--- src/rtl/l2rm_pkg.sv ---
package l2rm_pkg;
  typedef enum logic [2:0] {
    CMD_START      = 3'd0,
    CMD_END_CLEAN  = 3'd1,
    CMD_END_INV    = 3'd2,
    CMD_LINE_CLEAN = 3'd3,
    CMD_LINE_INV   = 3'd4,
    CMD_LINE_CINV  = 3'd5
  } cmd_e;

  typedef enum logic [1:0] {
    OP_CLEAN = 2'd0,
    OP_INV   = 2'd1,
    OP_CINV  = 2'd2
  } op_e;
endpackage

--- src/rtl/l2rm_cmd_decode.sv ---
module l2rm_cmd_decode
  import l2rm_pkg::*;
#(
  parameter int AW        = 32,
  parameter int LINE_BITS = 5,
  parameter int PAGE_BITS = 12,
  localparam int LW       = AW - LINE_BITS
) (
  input  logic          clk,
  input  logic          rst,
  input  logic          cmd_valid,
  input  logic [2:0]    cmd_code,
  input  logic [AW-1:0] cmd_addr,
  input  logic          busy,
  output logic          go,
  output logic [LW-1:0] go_first,
  output logic [LW-1:0] go_last,
  output logic [1:0]    go_op,
  output logic          err
);
  localparam int PG_LO = PAGE_BITS - LINE_BITS;

  logic [LW-1:0] start_q;
  logic          armed_q;
  logic          accept, is_end, page_ok;
  logic [LW-1:0] in_line;

  always_comb begin
    accept   = cmd_valid && !busy;
    in_line  = cmd_addr[AW-1:LINE_BITS];
    is_end   = (cmd_code == CMD_END_CLEAN) || (cmd_code == CMD_END_INV);
    page_ok  = (start_q[LW-1:PG_LO] == in_line[LW-1:PG_LO]);
    go       = 1'b0;
    go_first = in_line;
    go_last  = in_line;
    go_op    = OP_CLEAN;
    if (accept) begin
      case (cmd_code)
        CMD_END_CLEAN, CMD_END_INV: begin
          go_first = start_q;
          go_op    = (cmd_code == CMD_END_CLEAN) ? OP_CLEAN : OP_INV;
          go       = armed_q && page_ok && (in_line >= start_q);
        end
        CMD_LINE_CLEAN: begin go = 1'b1; go_op = OP_CLEAN; end
        CMD_LINE_INV:   begin go = 1'b1; go_op = OP_INV;   end
        CMD_LINE_CINV:  begin go = 1'b1; go_op = OP_CINV;  end
        default: ;
      endcase
    end
  end

  always_ff @(posedge clk) begin
    if (rst) begin
      start_q <= '0;
      armed_q <= 1'b0;
      err     <= 1'b0;
    end else if (accept) begin
      err <= 1'b0;
      if (cmd_code == CMD_START) begin
        start_q <= in_line;
        armed_q <= 1'b1;
      end else if (is_end) begin
        armed_q <= 1'b0;
        err     <= armed_q && !page_ok;
      end
    end
  end

  // a busy engine leaves the decode state untouched
  p_busy_ignore_r9: assert property (@(posedge clk) disable iff (rst)
    busy |=> $stable(start_q) && $stable(armed_q) && $stable(err));
  // a rejection is only possible from the armed state
  p_reject_armed_r6: assert property (@(posedge clk) disable iff (rst)
    $rose(err) |-> $past(armed_q));
  // after any end command the engine is disarmed
  p_disarm_r10: assert property (@(posedge clk) disable iff (rst)
    accept && is_end |=> !armed_q);
endmodule

--- src/rtl/l2rm_walker.sv ---
module l2rm_walker
#(
  parameter int LW    = 27,
  parameter int PG_LO = 7
) (
  input  logic          clk,
  input  logic          rst,
  input  logic          go,
  input  logic [LW-1:0] first,
  input  logic [LW-1:0] last,
  input  logic [1:0]    op,
  input  logic          ack,
  output logic          busy,
  output logic [LW-1:0] cur,
  output logic [1:0]    cur_op
);
  logic [LW-1:0] last_q;

  always_ff @(posedge clk) begin
    if (rst) begin
      busy   <= 1'b0;
      cur    <= '0;
      last_q <= '0;
      cur_op <= '0;
    end else if (!busy) begin
      if (go) begin
        busy   <= 1'b1;
        cur    <= first;
        last_q <= last;
        cur_op <= op;
      end
    end else if (ack) begin
      if (cur == last_q) busy <= 1'b0;
      else               cur  <= cur + 1'b1;
    end
  end

  // request held until acknowledged
  p_hold_r5: assert property (@(posedge clk) disable iff (rst)
    busy && !ack |=> busy && $stable(cur) && $stable(cur_op));
  // ascending step of one line
  p_step_r2: assert property (@(posedge clk) disable iff (rst)
    busy && ack && (cur != last_q) |=> busy && (cur == $past(cur) + 1'b1));
  // walk ends right after the last acknowledge
  p_end_r4: assert property (@(posedge clk) disable iff (rst)
    busy && ack && (cur == last_q) |=> !busy);
  // a walk never leaves its page
  p_page_r6: assert property (@(posedge clk) disable iff (rst)
    busy |-> cur[LW-1:PG_LO] == last_q[LW-1:PG_LO]);
  // no trigger is produced while busy
  p_no_go_busy_r9: assert property (@(posedge clk) disable iff (rst)
    busy |-> !go);
endmodule

--- src/rtl/l2_range_engine.sv ---
module l2_range_engine
  import l2rm_pkg::*;
#(
  parameter int AW        = 32,
  parameter int LINE_BITS = 5,
  parameter int PAGE_BITS = 12
) (
  input  logic          clk,
  input  logic          rst,
  input  logic          cmd_valid,
  input  logic [2:0]    cmd_code,
  input  logic [AW-1:0] cmd_addr,
  output logic          stall,
  output logic          err,
  output logic          req_valid,
  output logic [AW-1:0] req_addr,
  output logic [1:0]    req_op,
  input  logic          req_ack
);
  localparam int LW = AW - LINE_BITS;

  logic          busy, go;
  logic [LW-1:0] go_first, go_last, cur;
  logic [1:0]    go_op, cur_op;

  l2rm_cmd_decode #(.AW(AW), .LINE_BITS(LINE_BITS), .PAGE_BITS(PAGE_BITS)) u_dec (
    .clk(clk), .rst(rst), .cmd_valid(cmd_valid), .cmd_code(cmd_code),
    .cmd_addr(cmd_addr), .busy(busy), .go(go), .go_first(go_first),
    .go_last(go_last), .go_op(go_op), .err(err)
  );

  l2rm_walker #(.LW(LW), .PG_LO(PAGE_BITS - LINE_BITS)) u_walk (
    .clk(clk), .rst(rst), .go(go), .first(go_first), .last(go_last),
    .op(go_op), .ack(req_ack), .busy(busy), .cur(cur), .cur_op(cur_op)
  );

  assign stall     = busy;
  assign req_valid = busy;
  assign req_addr  = {cur, {LINE_BITS{1'b0}}};
  assign req_op    = cur_op;

  // a rejected range never coincides with a stall
  p_err_quiet_r6: assert property (@(posedge clk) disable iff (rst)
    err |-> !stall && !req_valid);
endmodule

--- config.mk ---
export PLATFORM = sky130hd
export DESIGN_NAME = l2_range_engine
export DESIGN_NICKNAME = d
export VERILOG_FILES = /design/src/rtl/l2rm_pkg.sv /design/src/rtl/l2rm_cmd_decode.sv /design/src/rtl/l2rm_walker.sv /design/src/rtl/l2_range_engine.sv
export SDC_FILE = /design/constraint.sdc
export NUM_CORES = 1
export LEC_CHECK = 0
export ABC_AREA = 1
export BUFFER_PORTS_ARGS = -buffer_cell sky130_fd_sc_hd__buf_4
export CORE_ASPECT_RATIO = 1.4
export CORE_UTILIZATION = 40
export CTS_CLUSTER_DIAMETER = 150
export CTS_CLUSTER_SIZE = 16
export DETAILED_ROUTE_END_ITERATION = 16
export HOLD_SLACK_MARGIN = 0.08
export PLACE_DENSITY = 0.6
export RECOVER_POWER = 25
export REMOVE_ABC_BUFFERS = 1
export SYNTH_ARGS = -nofsm -noshare
export SYNTH_HDL_FRONTEND = slang
export SYNTH_HIERARCHICAL = 1
export SYNTH_SLANG_ARGS = --single-unit
--- constraint.sdc ---
create_clock -name clk -period 2.65 [get_ports clk]
set_clock_uncertainty 0.2 [all_clocks]
set_input_delay 0.795 -clock clk [delete_from_list [all_inputs] [get_ports clk]]
set_output_delay 0.795 -clock clk [all_outputs]
set_load 0.05 [all_outputs]
# Yosys cells after proc, flatten, opt, wreduce, memory -nomap -nowiden
# Cells that the tools add are included.
totals:
  in_bits: 39
  out_inout_bits: 37
  word_cells: 54
  reg_bits: 86
classes:
  reduce_logical: 16
  n_mux: 19
  magnitude_cmp: 1
  eq_ne: 9
  add_sub_neg: 1
  bitwise_logic: 1
op_table:
  columns: ["cell", "n"]
  rows:
  - ["27-bit two-way mux", 6]
  - ["27-bit by 1-bit adder with 27-bit output, second input constant", 1]
  - ["27-bit == test", 1]
  - ["27-bit greater-or-equal comparator", 1]
  - ["20-bit == test", 1]
  - ["1-bit two-way mux", 10]
  - ["3-bit by 2-bit == test with 1-bit output, second input constant", 2]
  - ["3-bit == test, second input constant", 2]
  - ["2-bit one-hot mux with 3 select lines", 1]
  - ["2-bit AND reduction", 3]
  - ["1-bit logical AND", 4]
  - ["2-bit != test, second input constant", 2]
  - ["2-bit nonzero test", 2]
  - ["3-bit by 1-bit == test with 1-bit output, second input constant", 1]
  - ["3-bit zero test", 1]
  - ["3-bit AND reduction", 1]
  - ["3-bit OR reduction", 1]
  - ["1-bit zero test", 2]
  - ["2-bit two-way mux", 1]
  - ["1-bit one-hot mux with 2 select lines", 1]
  - ["2-bit OR reduction", 1]
  - ["1-bit logical OR", 1]
  - ["1-bit inverter", 1]

# Depth between registers and ports, before layout
# Gate-level depths: netlist (run 1).
depth:
  word_depth: 7
  ltp_mapped: 19
  mapped_depth_nobuf: 19

# Hierarchy
# The synthesis (run 1) kept the hierarchy.
modules_own_cells:
  columns: ["mod", "seq_area_each_um2", "cells_per_inst", "area_each_um2", "instances"]
  rows:
  - ["l2rm_walker", 1141.1, 579, 3549.7, 1]
  - ["l2rm_cmd_decode", 580.6, 352, 2466.1, 1]
  - ["l2_range_engine", 0.0, 7, 48.8, 1]

# Worst setup path after synthesis (run 1)
# No wires, ideal clock.
synth_path:
  kind: "input port to flip-flop"
  startpoint: "input port cmd_addr[23]"
  endpoint: "register u_walk.cur[21]"
  path_buffers: 1
  arrival_time_ns: 2.457
  setup_time_ns: 0.131
  stages: 17
  required_time_ns: 2.319
  path_slack_ns: -0.138
  path_cell_list: "ha_1 -> nand2_1 -> inv_1 -> nand2_1 -> nor2_1 -> nand2_1 -> nor2_1 -> nor2_1 -> nand2_1 -> nand2_1 -> a21oi_1 -> inv_1 -> nor2_1 -> inv_2 -> clkbuf_1 -> nand3_1 -> a21oi_2"
synth_via:
  elab_chain_len: 7
  elab_cells_between_ends: 8
  classes_between: "1 x order compare; 1 x eq/ne; 2 x mux; 4 x reduce/logical"
synth_rtl:
  columns: ["element", "line", "source"]
  rows:
  - ["start: declaration", "l2_range_engine.sv:12", "input logic [AW-1:0] cmd_addr,"]
  - ["parallel branches: the longest is 2 deep, another holds 27-bit greater-or-equal comparator", null, null]
  - ["1-bit logical AND *", "l2rm_cmd_decode.sv:42", "go = armed_q && page_ok && (in_line >= start_q);"]
  - ["1-bit one-hot mux with 2 select lines *", "l2rm_cmd_decode.sv:38", "case (cmd_code)"]
  - ["1-bit two-way mux *", "l2rm_cmd_decode.sv:37", "if (accept) begin"]
  - ["named net go", "l2_range_engine.sv:22", "logic busy, go;"]
  - ["2-bit nonzero test (no line) *", null, null]
  - ["3-bit AND reduction (no line) *", null, null]
  - ["end signal: assignment", "l2rm_walker.sv:28", "cur <= first;"]
  - ["end signal: assignment", "l2rm_walker.sv:34", "else cur <= cur + 1'b1;"]
  - ["end: declaration", "l2rm_walker.sv:14", "output logic [LW-1:0] cur,"]
# Mark *: on every way through the listed nets, which the timed path passes.
# A chain may end at the register's enable or synchronous reset.

# Worst setup path after layout (run 1)
layout_path:
  startpoint: "input port cmd_addr[17]"
  endpoint: "register u_walk.last_q[21]"
layout_via:
  elab_chain_len: 6
  elab_cells_between_ends: 7
  classes_between: "1 x order compare; 1 x eq/ne; 2 x mux; 3 x reduce/logical"
layout_rtl:
  columns: ["element", "line", "source"]
  rows:
  - ["parallel branches: the longest is 2 deep, another holds 27-bit greater-or-equal comparator", null, null]
  - ["1-bit logical AND *", "l2rm_cmd_decode.sv:42", null]
  - ["1-bit one-hot mux with 2 select lines *", "l2rm_cmd_decode.sv:38", null]
  - ["1-bit two-way mux *", "l2rm_cmd_decode.sv:37", null]
  - ["named net go", "l2_range_engine.sv:22", null]
  - ["2-bit AND reduction (no line) *", null, null]
  - ["end signal: assignment", "l2rm_walker.sv:29", "last_q <= last;"]
  - ["end: declaration", "l2rm_walker.sv:17", "logic [LW-1:0] last_q;"]
# Marks and branches as above.

==> metrics, run 1 <==
status finished with violations; violated checks setup timing; dpl hpwl 12,900 µm; Worst Path Arrival 2.73 ns; core area 14,600 µm²; final non-filler cell total 1,199; fmax 371 MHz; Die Y 148 µm; r2r setup slk 0.11 ns; Syn Inst Count 938; hold worst-path end u_walk/last_q[21]; CP Class input port to flip-flop; WL final 19,100 µm; Slew headroom 0.283; GR Util met3 0.0278; Rows 52; Crit path buffers/inverters 6; most used cell, CP nand2_1; most used routing layer met2; largest net degree at the start of global routing 33; Final GP Congestion 0.929; fin crit period 2.69 ns; # fillers 1,507; GR Util met2 0.412; CP max FO 7; Seq cells post-synth 86; initial antenna violation count 0; Fin. Hold Viols 0; VDD IR max 259 µV; clock sinks 86; Power Density 464 nW/µm²; fraction of layout cells with a size suffix above 1 0.293; dominant cell type by area after synthesis dfxtp_1; crit-path leading delay family simple AND/OR/NAND/NOR gates; Worst Path Required 2.68 ns; I/O Buffers 65; post-route setup TNS -0.281 ns; num ports 76; max_cap viols 0; dpl cells 1,176; root buffer cell clkbuf_16; vias in the first global route 5,609; hold path cells 2; Final Cycle Share 1.02; nets 1,075; clk slew on worst S/H paths 0.06 ns; Via density 5.14; Yosys top cell area share 0.284; critical path startpoint category input port; final core occ 0.532; CP max stage delay 0.26 ns; sequential area share after synthesis 0.284; vias 6,160; Crit. End Element flip-flop; number of synthesis warnings 6; worst skew pair latency 0.34 ns; Static Leak 3.32 nW; RSZ-0062 raised after global routing true; hold buffer count at cts 0; hold path start u_walk/last_q[21]; die area 15,700 µm²; Mapped Area 6060 µm²; M1 GR Usage 0.282; CTS tree done; first-pass GRT wire length 28,400 µm; Hold WC Path Type flip-flop to flip-flop; TritonCTS Buffers 9; Final WS setup -0.0419 ns; initial drt markers 375; worst reg2reg startpoint u_dec/start_q[11]; Area contributors post-synth dfxtp_1 28%, nand2_1 16%, nor2_1 7.1%, ha_1 5.8%, a21oi_1 5.6%; drt wl/cell 15.9 µm; Avg Inst Size Synth 6.47 µm²; distinct cell type count after synthesis 38; area grow syn2layout 28.5%; grt ovf 0; Final Setup Violations 23; Initial Util 0.414; gr usage total 0.234; FF-to-FF path depth 19; Max Buffers Root-to-Sink 2; Critical-path top delay cell ha_4; final max-slew violation count 0; Worst R2R End u_walk/last_q[21]; ant diodes 0; Pre-antenna DRT Iters 4; Worst Max-Slew Pin Slew 1.08 ns; CP Cell Sequence buf_8 > ha_4 > nand2_2 > inv_2 > nand2_4 > nor2_4 > nand2_1 > nor2_1 > nor2_1 > nand2_1 > nand2_1 > a21oi_1 > inv_1 > nor2_4 > buf_6 > clkinv_8 > clkbuf_16 > o21ai_0 > a21oi_1; die width 106 µm; DRC 0; H-tree depth 3; antenna viol nets, final 0
## placed cells by master (no fill, tap or decap), types with 6 or more instances in the layout
cell type and count:
inv_2 12, ha_4 22, inv_1 79, dfxtp_1 86, nand3_2 21, clkbuf_16 13, nand2_1 238, buf_4 106
nor2_1 104, xnor2_1 21, buf_6 9, o21ai_2 31, ha_1 6, a21oi_2 15, o21ai_1 8, a21oi_1 55
nand3_1 36, o21ai_0 54, nor2_2 13, nand2_2 20
## worst max path at each step
stage                   endpoint  slack, ns  cells past startpoint         start
6_report       u_walk/last_q[21]      -0.04                     19  cmd_addr[17]
5_1_grt        u_walk/last_q[17]      -0.15                     19  cmd_addr[19]
4_1_cts           u_walk/cur[15]      0.002                     18  cmd_addr[27]
3_5_place_dp   u_walk/last_q[13]      -0.51                     18  cmd_addr[19]
3_3_place_gp   u_walk/last_q[12]      -0.48                     18  cmd_addr[19]
2_1_floorplan      u_walk/cur[2]      -0.95                     18  cmd_addr[23]
## layer usage
metal | routed length, µm | up-vias
li1 | - | 3093
met1 | 8010 | 2840
met2 | 9390 | 182
met3 | 923 | 45
met4 | 764 | 0
met5 | 0 | -
## registers in the layout, summed over array words and instances, names as in the netlist
signal	count
u_walk/cur	27
u_walk/busy	1
u_walk/last_q	27
u_dec/armed_q	1
u_dec/start_q	27
u_walk/cur_op	2
u_dec/err	1
## stage by stage
| step | worst slack (ns) | hold WS [ns] | cell area (µm²) | total power, mW |
|---|---|---|---|---|
| final | -0.0419 | 0.267 | 7790 | 3.62 |
| after global placement | -0.483 | 0.254 | 6740 | 2.34 |
| after floorplan | -0.953 | 0.246 | 5540 | 2.00 |
| after detailed placement | -0.510 | 0.257 | 6740 | 2.35 |
| after global routing | -0.152 | 0.293 | 7790 | 3.80 |
| after CTS | 0.00248 | 0.266 | 7020 | 3.49 |
## worst min-delay path, delay by kind of cell (launching register included)
family          cells  cell delay, ns
buf+inv             1            0.06
compound gates      1            0.05
flops               1            0.31
## cell families after synthesis
group	count (synthesis)	share of synthesized area
XOR/XNOR	22	0.0318
buffers and inverters	170	0.147
AO/OA/AOI/OAI	168	0.158
other	1	0.000618
multiplexers	1	0.00165
AND/OR/NAND/NOR	462	0.320
flip-flops	86	0.284
adder cells (fa/ha/maj)	28	0.0578
## timing repair
action | CTS | global route
endpoints found under the hold margin | 0 | 0
pin swaps | 1 | 34
setup buffers | 0 | 2
endpoints found under the setup margin | 56 | 56
cloned | 0 | 8
resized for setup | 12 | 128
## Yosys cell counts (all sizes together)
library cell and number:
conb 1, clkinv 1, a31oi 2, dfxtp 86, nor3b 2, buf 57
clkbuf 19, xnor2 21, nor2 119, mux2i 1, or2 4, nand3b 3
a21oi 70, ha 28, nor3 5, nand3 59, inv 93, nand4 4
nand2 265, xor2 1, o21ai 93, and3 1, o31ai 3
## power breakdown
part	total (mW)	internal [mW]	switching [mW]	leakage [nW]
logic	1.05	0.410	0.641	2.49
registers	1.44	1.37	0.0761	0.701
clock network	1.13	0.615	0.510	0.124
## layout make-up
type                    count  area (µm²)  share of cell area
multi-input cells         688        4080               0.524
flip-flops and latches     86        1720               0.221
repair buffers            128        1120               0.144
inverters                  94         369              0.0474
well taps                 189         236              0.0304
clock buffers              10         229              0.0294
repair inverters            1        16.3             0.00209
clock inverters             3        15.0             0.00193
No activity file was read; power rests on OpenSTA's default activity.
==> inputs of run 2 (changes only) <==
--- a/constraint.sdc
+++ b/constraint.sdc
@@ -4,2 +4,2 @@
 set_output_delay 0.795 -clock clk [all_outputs]
-set_load 0.05 [all_outputs]
+set_load 0.005 [all_outputs]
==> run 2 against run 1 <==
Net effect:
- critical endpoint unchanged
- routed wire length about the same
- core utilization stayed put
- power decreased by 3.3%
- register-to-register slack is essentially flat
- worst hold slack unchanged
- fmax about the same
- combinational power is 11% lower
- design area did not move
- the flow still finishes with violations (setup timing)
- critical path depth is the same
==> metrics, run 2 (synthesis results as in run 1) <==
Worst Path Arrival 2.73 ns (about the same); Worst R2R End u_walk/last_q[21]; I/O Buffers 65 (unchanged); nets 1,075 (unchanged); hold worst-path end u_walk/last_q[21]; fraction of layout cells with a size suffix above 1 0.293 (unchanged); fin crit period 2.69 ns (+0.000189 ns); initial antenna violation count 0 (unchanged); grt ovf 0 (unchanged); metal1 wirelength 8010 µm (about the same); status finished with violations; Initial Util 0.414 (unchanged); dpl cells 1,176 (unchanged); Static Leak 3.32 nW (about the same); gr usage total 0.234 (unchanged); area of the multi-input gates 4080 µm² (unchanged); critical path startpoint category input port; Worst Path Required 2.68 ns (about the same); root buffer cell clkbuf_16; DRC 0 (unchanged); Power Total 3.50 mW (-3.3%); initial drt markers 375 (unchanged); Final Cycle Share 1.02 (about the same); sequential cell area 1720 µm² (unchanged); Pre-antenna DRT Iters 5 (+1); r2r setup slk 0.10 ns (about the same); first-pass GRT wire length 28,400 µm (unchanged); hold buffer count at cts 0 (unchanged); max_cap viols 0 (unchanged); H-tree depth 3 (unchanged); WL final 19,100 µm (about the same); biggest regs u_dec/start_q x27, u_walk/cur x27, u_walk/last_q x27; Final GP Congestion 0.929 (unchanged); hold path cells 2 (unchanged); num ports 76 (unchanged); TritonCTS Buffers 9 (unchanged); VDD IR max 257 µV (-0.97%); vias in the first global route 5,609 (unchanged); commonest non-fill, non-tap cell in the layout nand2_1; violated checks setup timing; fmax 371 MHz (about the same); Max Buffers Root-to-Sink 2 (unchanged); FF-to-FF path depth 19 (unchanged); final non-filler cell total 1,199 (unchanged); Slew headroom 0.283 (unchanged); hold path start u_walk/last_q[21]; clock sinks 86 (unchanged); antenna viol nets, final 0 (unchanged); # fillers 1,507 (unchanged); highest metal used met4; Crit. End Element flip-flop; Routed met3 length 920 µm (-0.33%); Final Setup Violations 23 (unchanged); Rows 52 (unchanged); clk slew on worst S/H paths 0.06 ns (about the same); drt wl/cell 15.9 µm (about the same); CP Class input port to flip-flop; core area 14,600 µm² (unchanged); die width 106 µm (unchanged); area grow syn2layout 28.5% (unchanged); CTS tree done; Hold WC Path Type flip-flop to flip-flop; most frequent cells in the layout 238 x nand2_1, 104 x nor2_1, 103 x buf_4; Final WS setup -0.0421 ns (-0.000189 ns); Worst Max-Slew Pin Slew 1.08 ns (unchanged); RSZ-0062 raised after global routing true; Fin. Hold Viols 0 (unchanged); Min Hold Slack 0.267 ns (unchanged); die area 15,700 µm² (unchanged); largest net degree at the start of global routing 33 (unchanged); dpl hpwl 12,900 µm (unchanged); DR WL met2 9390 µm (about the same); worst reg2reg startpoint u_dec/start_q[11]; Die Y 148 µm (unchanged); vias 6,168 (+0.13%); Via density 5.14 (+0.13%); ant diodes 0 (unchanged); CP max FO 7 (unchanged); final max-slew violation count 0 (unchanged); Power Density 449 nW/µm² (-3.3%); worst skew pair latency 0.34 ns (about the same)
[run 2: worst max-delay path by stage]
stage / from / endpoint / slack [ns]
floorplan: cmd_addr[23] / u_walk/cur[1] / -0.95
global placement: cmd_addr[19] / u_walk/last_q[12] / -0.48
detailed placement: cmd_addr[19] / u_walk/last_q[13] / -0.51
CTS: cmd_addr[27] / u_walk/cur[15] / 0.002
global route: cmd_addr[19] / u_walk/last_q[17] / -0.15
finish: cmd_addr[17] / u_walk/last_q[21] / -0.04
[run 2: through the flow]
stage	instance area [µm²]	TNS [ns]	worst slack (ns)	utilization
6_report	7790	-0.285	-0.0421	0.532
3_5_place_dp	6740	-26.61	-0.510	0.460
5_1_grt	7790	-5.03	-0.152	0.532
2_1_floorplan	5540	-47.21	-0.946	-
3_3_place_gp	6740	-25.43	-0.483	0.460
4_1_cts	7020	0	0.00248	0.480
[run 2: area by class of cell]
cell class,instances,area share
clock buffer,10,0.0294
clock inverter,3,0.00193
inverter,94,0.0474
multi-input combinational,688,0.524
sequential,86,0.221
tap,189,0.0304
timing repair buffer,128,0.144
timing repair inverter,1,0.00209
[run 2: timing repair]
action,CTS,global route
setup buffers,0,2
gates cloned,0,8
pin swaps,1,34
endpoints found under the hold margin,0,0
setup endpoints to repair,56,56
gates resized for setup,12,128
[run 2: worst max-delay path, stage by stage]
cell and delay, ns:
buf_8 0.10, ha_4 0.26, nand2_2 0.04, inv_2 0.06, nand2_4 0.07, nor2_4 0.14, nand2_1 0.06, nor2_1 0.08
nor2_1 0.05, nand2_1 0.07, nand2_1 0.06, a21oi_1 0.12, inv_1 0.09, nor2_4 0.11, buf_6 0.14, clkinv_8 0.10
clkbuf_16 0.18, o21ai_0 0.14, a21oi_1 0.05
[run 2: power by group]
| part | internal (mW) | leakage [nW] | total [mW] | switching [mW] |
|---|---|---|---|---|
| Clock | 0.615 | 0.124 | 1.13 | 0.510 |
| Combinational | 0.407 | 2.49 | 0.931 | 0.524 |
| Sequential | 1.37 | 0.701 | 1.44 | 0.0760 |
[run 2: routing by layer]
layer | GRT usage | vias to the layer above
li1 | - | 3093
met1 | 0.282 | 2843
met2 | 0.412 | 185
met3 | 0.0278 | 47
met4 | 0.107 | 0
met5 | 0 | -
